### src/rtl/qb2_pkg.sv
// Shared types for the burst-of-two quad-rate SRAM model.
package qb2_pkg;
    // What the data-out register currently holds.
    typedef enum logic [1:0] {
        OUT_IDLE   = 2'd0,
        OUT_FIRST  = 2'd1,
        OUT_SECOND = 2'd2
    } out_stage_e;
endpackage

### src/rtl/qb2_write_path.sv
// Write capture: word 0 and its enables are taken on the main edge together
// with the command; address, word 1 and its enables on the next edge. The
// complete pair then sits in a pending register for one edge.
// Assumes ph alternates every clock.
module qb2_write_path #(
    parameter int DW = 18,
    parameter int NB = 2,
    parameter int AW = 5
) (
    input  logic          clk,
    input  logic          rst_n,
    input  logic          ph,
    input  logic          wr_sel,
    input  logic [AW-1:0] addr,
    input  logic [NB-1:0] bwe,
    input  logic [DW-1:0] din,
    output logic          pend_vld,
    output logic [AW-1:0] pend_base,
    output logic [DW-1:0] pend_d0,
    output logic [DW-1:0] pend_d1,
    output logic [NB-1:0] pend_m0,
    output logic [NB-1:0] pend_m1
);
    logic          cap_vld;
    logic [DW-1:0] cap_d0;
    logic [NB-1:0] cap_m0;

    // First half of a write on the main edge, completion on the other edge.
    always_ff @(posedge clk) begin
        if (!rst_n) begin
            cap_vld   <= 1'b0;
            cap_d0    <= '0;
            cap_m0    <= '0;
            pend_vld  <= 1'b0;
            pend_base <= '0;
            pend_d0   <= '0;
            pend_d1   <= '0;
            pend_m0   <= '0;
            pend_m1   <= '0;
        end else if (!ph) begin
            cap_vld  <= wr_sel;
            pend_vld <= 1'b0;
            if (wr_sel) begin
                cap_d0 <= din;
                cap_m0 <= bwe;
            end
        end else begin
            cap_vld  <= 1'b0;
            pend_vld <= cap_vld;
            if (cap_vld) begin
                pend_base <= addr;
                pend_d0   <= cap_d0;
                pend_m0   <= cap_m0;
                pend_d1   <= din;
                pend_m1   <= bwe;
            end
        end
    end
endmodule

### src/rtl/qb2_store.sv
// Word array with lane-masked commit of the pending pair on the main edge,
// and a combinational read port that forwards pending lanes on a hit.
// Assumes pend_vld is only high in the cycle before a main edge.
module qb2_store #(
    parameter int DW = 18,
    parameter int NB = 2,
    parameter int AW = 5
) (
    input  logic          clk,
    input  logic          rst_n,
    input  logic          ph,
    input  logic          pend_vld,
    input  logic [AW-1:0] pend_base,
    input  logic [DW-1:0] pend_d0,
    input  logic [DW-1:0] pend_d1,
    input  logic [NB-1:0] pend_m0,
    input  logic [NB-1:0] pend_m1,
    input  logic [AW:0]   rd_waddr,
    output logic [DW-1:0] rd_word
);
    localparam int LW    = DW / NB;
    localparam int DEPTH = 1 << (AW + 1);

    logic [DW-1:0] mem [DEPTH];
    logic [DW-1:0] arr_word;
    logic          hit;
    logic [NB-1:0] fwd_m;
    logic [DW-1:0] fwd_d;

    // Clear on reset, commit both words of the pending pair lane by lane.
    always_ff @(posedge clk) begin
        if (!rst_n) begin
            for (int w = 0; w < DEPTH; w++) mem[w] <= '0;
        end else if (pend_vld && !ph) begin
            for (int l = 0; l < NB; l++) begin
                if (pend_m0[l]) mem[{pend_base, 1'b0}][l*LW +: LW] <= pend_d0[l*LW +: LW];
                if (pend_m1[l]) mem[{pend_base, 1'b1}][l*LW +: LW] <= pend_d1[l*LW +: LW];
            end
        end
    end

    // Select array word and the pending word that may override it.
    always_comb begin
        arr_word = mem[rd_waddr];
        hit      = pend_vld && (pend_base == rd_waddr[AW:1]);
        fwd_m    = rd_waddr[0] ? pend_m1 : pend_m0;
        fwd_d    = rd_waddr[0] ? pend_d1 : pend_d0;
    end

    for (genvar l = 0; l < NB; l++) begin : g_lane
        assign rd_word[l*LW +: LW] = (hit && fwd_m[l]) ? fwd_d[l*LW +: LW]
                                                       : arr_word[l*LW +: LW];
    end
endmodule

### src/rtl/qb2_read_path.sv
// Read sequencing: the command is held for one memory cycle, then word 0 is
// registered on the next main edge and word 1 on the edge after it. The
// output is forced to zero when no word is presented.
// Assumes ph alternates every clock.
module qb2_read_path
    import qb2_pkg::*;
#(
    parameter int DW = 18,
    parameter int AW = 5
) (
    input  logic          clk,
    input  logic          rst_n,
    input  logic          ph,
    input  logic          rd_sel,
    input  logic [AW-1:0] addr,
    input  logic [DW-1:0] rd_word,
    output logic [AW:0]   rd_waddr,
    output logic [DW-1:0] dout,
    output logic          dout_vld
);
    logic          req_vld;
    logic [AW-1:0] req_base;
    logic [AW-1:0] cur_base;
    out_stage_e    stage;

    // Word 0 of a queued request on main edges, word 1 on the other edges.
    assign rd_waddr = ph ? {cur_base, 1'b1} : {req_base, 1'b0};

    // Command capture and output register sequencing.
    always_ff @(posedge clk) begin
        if (!rst_n) begin
            req_vld  <= 1'b0;
            req_base <= '0;
            cur_base <= '0;
            stage    <= OUT_IDLE;
            dout     <= '0;
            dout_vld <= 1'b0;
        end else if (!ph) begin
            req_vld <= rd_sel;
            if (rd_sel) req_base <= addr;
            if (req_vld) begin
                cur_base <= req_base;
                dout     <= rd_word;
                dout_vld <= 1'b1;
                stage    <= OUT_FIRST;
            end else begin
                dout     <= '0;
                dout_vld <= 1'b0;
                stage    <= OUT_IDLE;
            end
        end else begin
            if (stage == OUT_FIRST) begin
                dout     <= rd_word;
                dout_vld <= 1'b1;
                stage    <= OUT_SECOND;
            end else begin
                dout     <= '0;
                dout_vld <= 1'b0;
                stage    <= OUT_IDLE;
            end
        end
    end
endmodule

### src/rtl/qdr_burst2_sram.sv
// Top of the burst-of-two quad-rate SRAM model: write capture, array with
// forwarding, and read sequencing on one fast clock with a phase input.
// Assumes DW is a multiple of NB and ph alternates every clock.
module qdr_burst2_sram #(
    parameter int DW = 18,
    parameter int NB = 2,
    parameter int AW = 5
) (
    input  logic          clk,
    input  logic          rst_n,
    input  logic          ph,
    input  logic          rd_sel,
    input  logic          wr_sel,
    input  logic [AW-1:0] addr,
    input  logic [NB-1:0] bwe,
    input  logic [DW-1:0] din,
    output logic [DW-1:0] dout,
    output logic          dout_vld
);
    logic          pend_vld;
    logic [AW-1:0] pend_base;
    logic [DW-1:0] pend_d0;
    logic [DW-1:0] pend_d1;
    logic [NB-1:0] pend_m0;
    logic [NB-1:0] pend_m1;
    logic [AW:0]   rd_waddr;
    logic [DW-1:0] rd_word;

    qb2_write_path #(.DW(DW), .NB(NB), .AW(AW)) u_wr (
        .clk       (clk),
        .rst_n     (rst_n),
        .ph        (ph),
        .wr_sel    (wr_sel),
        .addr      (addr),
        .bwe       (bwe),
        .din       (din),
        .pend_vld  (pend_vld),
        .pend_base (pend_base),
        .pend_d0   (pend_d0),
        .pend_d1   (pend_d1),
        .pend_m0   (pend_m0),
        .pend_m1   (pend_m1)
    );

    qb2_store #(.DW(DW), .NB(NB), .AW(AW)) u_store (
        .clk       (clk),
        .rst_n     (rst_n),
        .ph        (ph),
        .pend_vld  (pend_vld),
        .pend_base (pend_base),
        .pend_d0   (pend_d0),
        .pend_d1   (pend_d1),
        .pend_m0   (pend_m0),
        .pend_m1   (pend_m1),
        .rd_waddr  (rd_waddr),
        .rd_word   (rd_word)
    );

    qb2_read_path #(.DW(DW), .AW(AW)) u_rd (
        .clk      (clk),
        .rst_n    (rst_n),
        .ph       (ph),
        .rd_sel   (rd_sel),
        .addr     (addr),
        .rd_word  (rd_word),
        .rd_waddr (rd_waddr),
        .dout     (dout),
        .dout_vld (dout_vld)
    );
endmodule

### config.mk
export PLATFORM = sky130hd
export DESIGN_NAME = qdr_burst2_sram
export DESIGN_NICKNAME = d
export VERILOG_FILES = /design/src/rtl/qb2_pkg.sv /design/src/rtl/qb2_write_path.sv /design/src/rtl/qb2_store.sv /design/src/rtl/qb2_read_path.sv /design/src/rtl/qdr_burst2_sram.sv
export SDC_FILE = /design/constraint.sdc
export NUM_CORES = 2
export LEC_CHECK = 0
export CAP_MARGIN = 15
export CORE_UTILIZATION = 30
export CTS_CLUSTER_DIAMETER = 50
export CTS_CLUSTER_SIZE = 24
export DETAILED_ROUTE_END_ITERATION = 12
export PLACE_DENSITY_LB_ADDON = 0.25
export SLEW_MARGIN = 20
export SYNTH_ARGS = -nofsm -noshare
export SYNTH_HDL_FRONTEND = slang
export SYNTH_SLANG_ARGS = --single-unit
### constraint.sdc
create_clock -name clk -period 6.1 [get_ports clk]
set_input_delay 0.61 -clock clk [delete_from_list [all_inputs] [get_ports clk]]
set_output_delay 0.61 -clock clk [all_outputs]
set_load 0.01 [all_outputs]
==> summary.md <==
Number of buffers added for setup after CTS: 0. By startpoint and endpoint, the worst setup path is classified as reg2reg. The number of global-route vias before repair came out at 35833.

No sink is reached through more buffers than the 3 on the longest clock path. For the register area share after synthesis, the log shows 62.9%. Once detailed placement completed, the half-perimeter wirelength came to 125000 um. The later pin in the worst-skew pair is clocked with a latency of 790 ps. The total leakage power came out at 22.5 nW. TritonCTS built the clock tree. Summing all flip-flop and latch instances after layout gives 36600 um2. In this run, synthesis produced a sequential element count of 1251. Pin placement for this block handled 49 I/O pins.

The kind of launch point of the worst setup path is a register. The multi-input combinational cells in the finished layout cover a total of 20200 um2. The run gives 19.4% as the overall track demand over capacity in global routing.

The tools report the number of H-tree levels as 4. Dividing the detail-routed wire length by the instance count gives 26.7 um. The fraction of layout instances using a drive strength above 1 is 12.5%, and the leftover overflow at the end of global routing is 0. In the final timing run, aggregate negative setup slack is 0 ps.

Yosys printed 0 warnings. The tools report the clock root buffer as sky130_fd_sc_hd__clkbuf_16. On the worst path, the slowest cell contributes a delay of 830 ps. The floorplan step defined a die boundary enclosing 196000 um2.

The floorplan step defined a core boundary enclosing 193000 um2. For the maximum operating frequency, the log shows 264 MHz. The startpoint identified for the worst hold timing path is rst_n. The die boundary width is 442 um. In this run, the number of DRC markers left after iteration 0 of detailed routing was 4406. The post-detailed-route via-to-cell ratio was 5.13; the number of antenna violations at the first check in global routing was 14. The final route contains 37203 vias.

The fill cell total of the finished layout was 18839; the maximum number of pins on one net before global-route repair was 149. The area overhead of the layout relative to synthesis works out to 14.2%. The tools report the number of pins with negative max-slew slack in the final report as 0.

The number of cells on the worst reg-to-reg path is 6. Broken down by cell family, the worst path's largest delay share belongs to compound AO/OA/AOI/OAI gates. Number of synthesized flops with an enable pin: 1152. Row generation in the floorplan step produced 161 rows. Counting the buffers created by CTS gives 131.

The slack of the worst reg-to-reg path is 2320 ps, and the fraction of the cycle the final worst path needs is 62.0%. Setup violations remaining at the end of the flow were counted as 0. Following the worst setup path forward leads to its endpoint at u_rd.dout[5]. Leading cell type in the layout, fill and taps excluded: sky130_fd_sc_hd__and2_1.

The tree built by TritonCTS fans out to 1251 sinks. The routed design has 194000 um of wire. The wire length of the first global-routing pass is 273000 um.

Setup repair after global routing left no endpoint under its margin. The tools report the category of the worst setup path capture point as a register. The worst register-to-register path ends at u_rd.dout[5].

The number of hold violations in the final report came out at 0. For the starting utilization of the core area, the log shows 30.2%. After clock tree synthesis, the clock-pin slew on the worst setup and hold paths is 70 ps. The critical path runs through a total of 6 cells. For the number of search-and-repair iterations in the first detailed-routing pass, the log shows 5. For this design the ratio of total power to cell area is 286 nW/um2. The critical path goes through buf_12 > mux2i_1 > o22ai_1 > a2111oi_0 > nor2_1 > o31a_1. The run gives 35.3 ps as the setup skew after layout.

Across the run, the number of max-cap violations was 0. The share of synthesized flip-flops with an asynchronous set or reset was 0%; the number of buffers added on ports was 48. The buffering stage count on the worst path with inverters included was 1. For the critical path arrival, the log shows 4460 ps. Each instance of the synthesized netlist takes up on average 12.7 um2. The logs give 0 for the final routed DRC violation total and 4596 for the post-synthesis net count.

The cell area that synthesis handed to floorplanning was 58200 um2. The run gives 4566 as the synthesized instance count. In the layout the commonest cells are sky130_fd_sc_hd__and2_1, sky130_fd_sc_hd__edfxtp_1, sky130_fd_sc_hd__mux2i_1. Along the worst hold path, the cell count comes to 2.

The largest driver fanout on the critical path works out to 70. STA puts the critical path data required time at 6770 ps. After layout, the minimum clock period comes to 3780 ps. Once the clock tree was built, the resizer swapped 0 gates to a different size. The detail route stage leaves a number of antenna-violating nets equal to 0. The hold-fix buffer count after cts is 0. The largest individual stage delay along the critical path comes from the cell sky130_fd_sc_hd__dfxtp_4.

The run gives 0.877 as the routability-driven placement congestion ratio. For the headroom to the max-slew limit, the log shows 19.1%. For the number of nets in the layout, the log shows 4636. The critical path launch point is u_rd.cur_base[0]. The path class of the tightest hold or removal check is in2reg.

Beginning of the worst register-to-register path: u_rd.cur_base[0]. The worst-case vdd ir drop came out at 0.000291 V. The run finished with clean final reports. The design draws 0.0190 W. The post-synthesis cell type count was 61. The transition time of the tightest slew-check pin is 1210 ps. The most used flip-flop cell after synthesis was sky130_fd_sc_hd__edfxtp_1. Measured along the y axis, the die boundary spans 442 um.
-- metrics by stage --
stage	setup WS (ps)	cells	hold slack (ps)	area, um2	utilization, %
2_1_floorplan	3480	4566	441	58200	-
3_3_place_gp	2050	6998	453	62000	32.2
3_5_place_dp	1960	6999	457	62000	32.2
4_1_cts	2390	7240	330	66400	34.5
5_1_grt	2240	7241	384	66400	34.5
6_report	2320	7249	381	66400	34.5
-- logic make-up after synthesis --
kind of cell,synth area share [%]
muxes,10.5
xor gates and xnor gates,0.0753
DFF,62.9
buffers and inverters,2.54
AOI/OAI and AO/OA,7.31
and+or+nand+nor,16.7
-- worst min path at each step --
stage | endpoint | slack (ps)
after floorplan | u_wr.pend_d0[0] | 440
after global placement | u_wr.pend_d0[16] | 450
after detailed placement | u_wr.pend_d1[0] | 460
after CTS | u_wr.pend_d1[0] | 330
after global routing | u_wr.pend_m1[0] | 380
final | u_wr.pend_d1[6] | 380
-- power breakdown --
group	leakage, nW	total (W)	internal (W)	switching [W]
Combinational	7.68	0.000993	0.000302	0.000691
Sequential	12.7	0.00971	0.00960	0.000110
Clock	2.14	0.00831	0.00456	0.00375
-- layout make-up --
cell class                      instances  share of cell area (%)
Sequential cell                      1251                    55.1
Multi-Input combinational cell       2976                    30.4
Clock buffer                          148                    5.22
Tap cell                             2526                    4.76
Timing Repair Buffer                  244                    3.06
Clock inverter                         93                    1.44
Antenna cell                            9                  0.0339
Inverter                                2                  0.0113
-- cells in the mapped netlist (7+ instances only) --
library cell                instances  area (um2)
sky130_fd_sc_hd__o21ai_0          156         781
sky130_fd_sc_hd__o211ai_1          71         533
sky130_fd_sc_hd__o2111ai_1         13         114
sky130_fd_sc_hd__buf_1             10        37.5
sky130_fd_sc_hd__nor2b_1           54         338
sky130_fd_sc_hd__a41oi_1            9        78.8
sky130_fd_sc_hd__a21boi_0          71         533
sky130_fd_sc_hd__o22ai_1          108         676
sky130_fd_sc_hd__nand2_1          275        1030
sky130_fd_sc_hd__a2111oi_0          7        61.3
sky130_fd_sc_hd__dfxtp_1           99        1980
sky130_fd_sc_hd__buf_2            108         541
sky130_fd_sc_hd__mux2_2           135        1520
sky130_fd_sc_hd__nor3_1            12        60.1
sky130_fd_sc_hd__edfxtp_1        1152       34600
sky130_fd_sc_hd__mux2i_1          447        4470
sky130_fd_sc_hd__a31oi_1           18         113
sky130_fd_sc_hd__a221oi_1           7        61.3
sky130_fd_sc_hd__a22oi_1           13        97.6
sky130_fd_sc_hd__o221ai_1          13         114
sky130_fd_sc_hd__a211oi_1          62         465
sky130_fd_sc_hd__buf_4             14         105
sky130_fd_sc_hd__clkbuf_1         203         762
sky130_fd_sc_hd__nor2_1           184         691
sky130_fd_sc_hd__a21oi_1           74         370
sky130_fd_sc_hd__and2_1          1159        7250
sky130_fd_sc_hd__a21o_1             9        67.6
-- flip-flops by register name, indices dropped and copies added, names as in the netlist, 2 cells and up --
register	cells
u_wr.pend_m1	2
u_wr.pend_d1	18
u_wr.pend_base	5
u_wr.pend_d0	18
u_wr.pend_m0	2
u_rd.cur_base	5
u_rd.req_base	5
u_rd.dout	18
u_rd.stage	2
u_wr.cap_m0	2
u_wr.cap_d0	18
u_store.mem	1152
-- per-layer routing --
layer | up-vias | part of all wire [%] | track usage (%)
li1 | 16581 | - | -
met1 | 18879 | 44 | 27.1
met2 | 1466 | 46 | 30.5
met3 | 275 | 6.9 | 2.79
met4 | 2 | 3.4 | 6.80
met5 | - | 0.0067 | 0
-- worst reg2reg max path: stages (launching register included) --
cell and delay (ps):
sky130_fd_sc_hd__dfxtp_4 830, sky130_fd_sc_hd__buf_12 410, sky130_fd_sc_hd__mux2i_1 1100, sky130_fd_sc_hd__o22ai_1 320
sky130_fd_sc_hd__a2111oi_0 580, sky130_fd_sc_hd__nor2_1 130, sky130_fd_sc_hd__o31a_1 300
No activity file was read; power rests on OpenSTA's default activity.
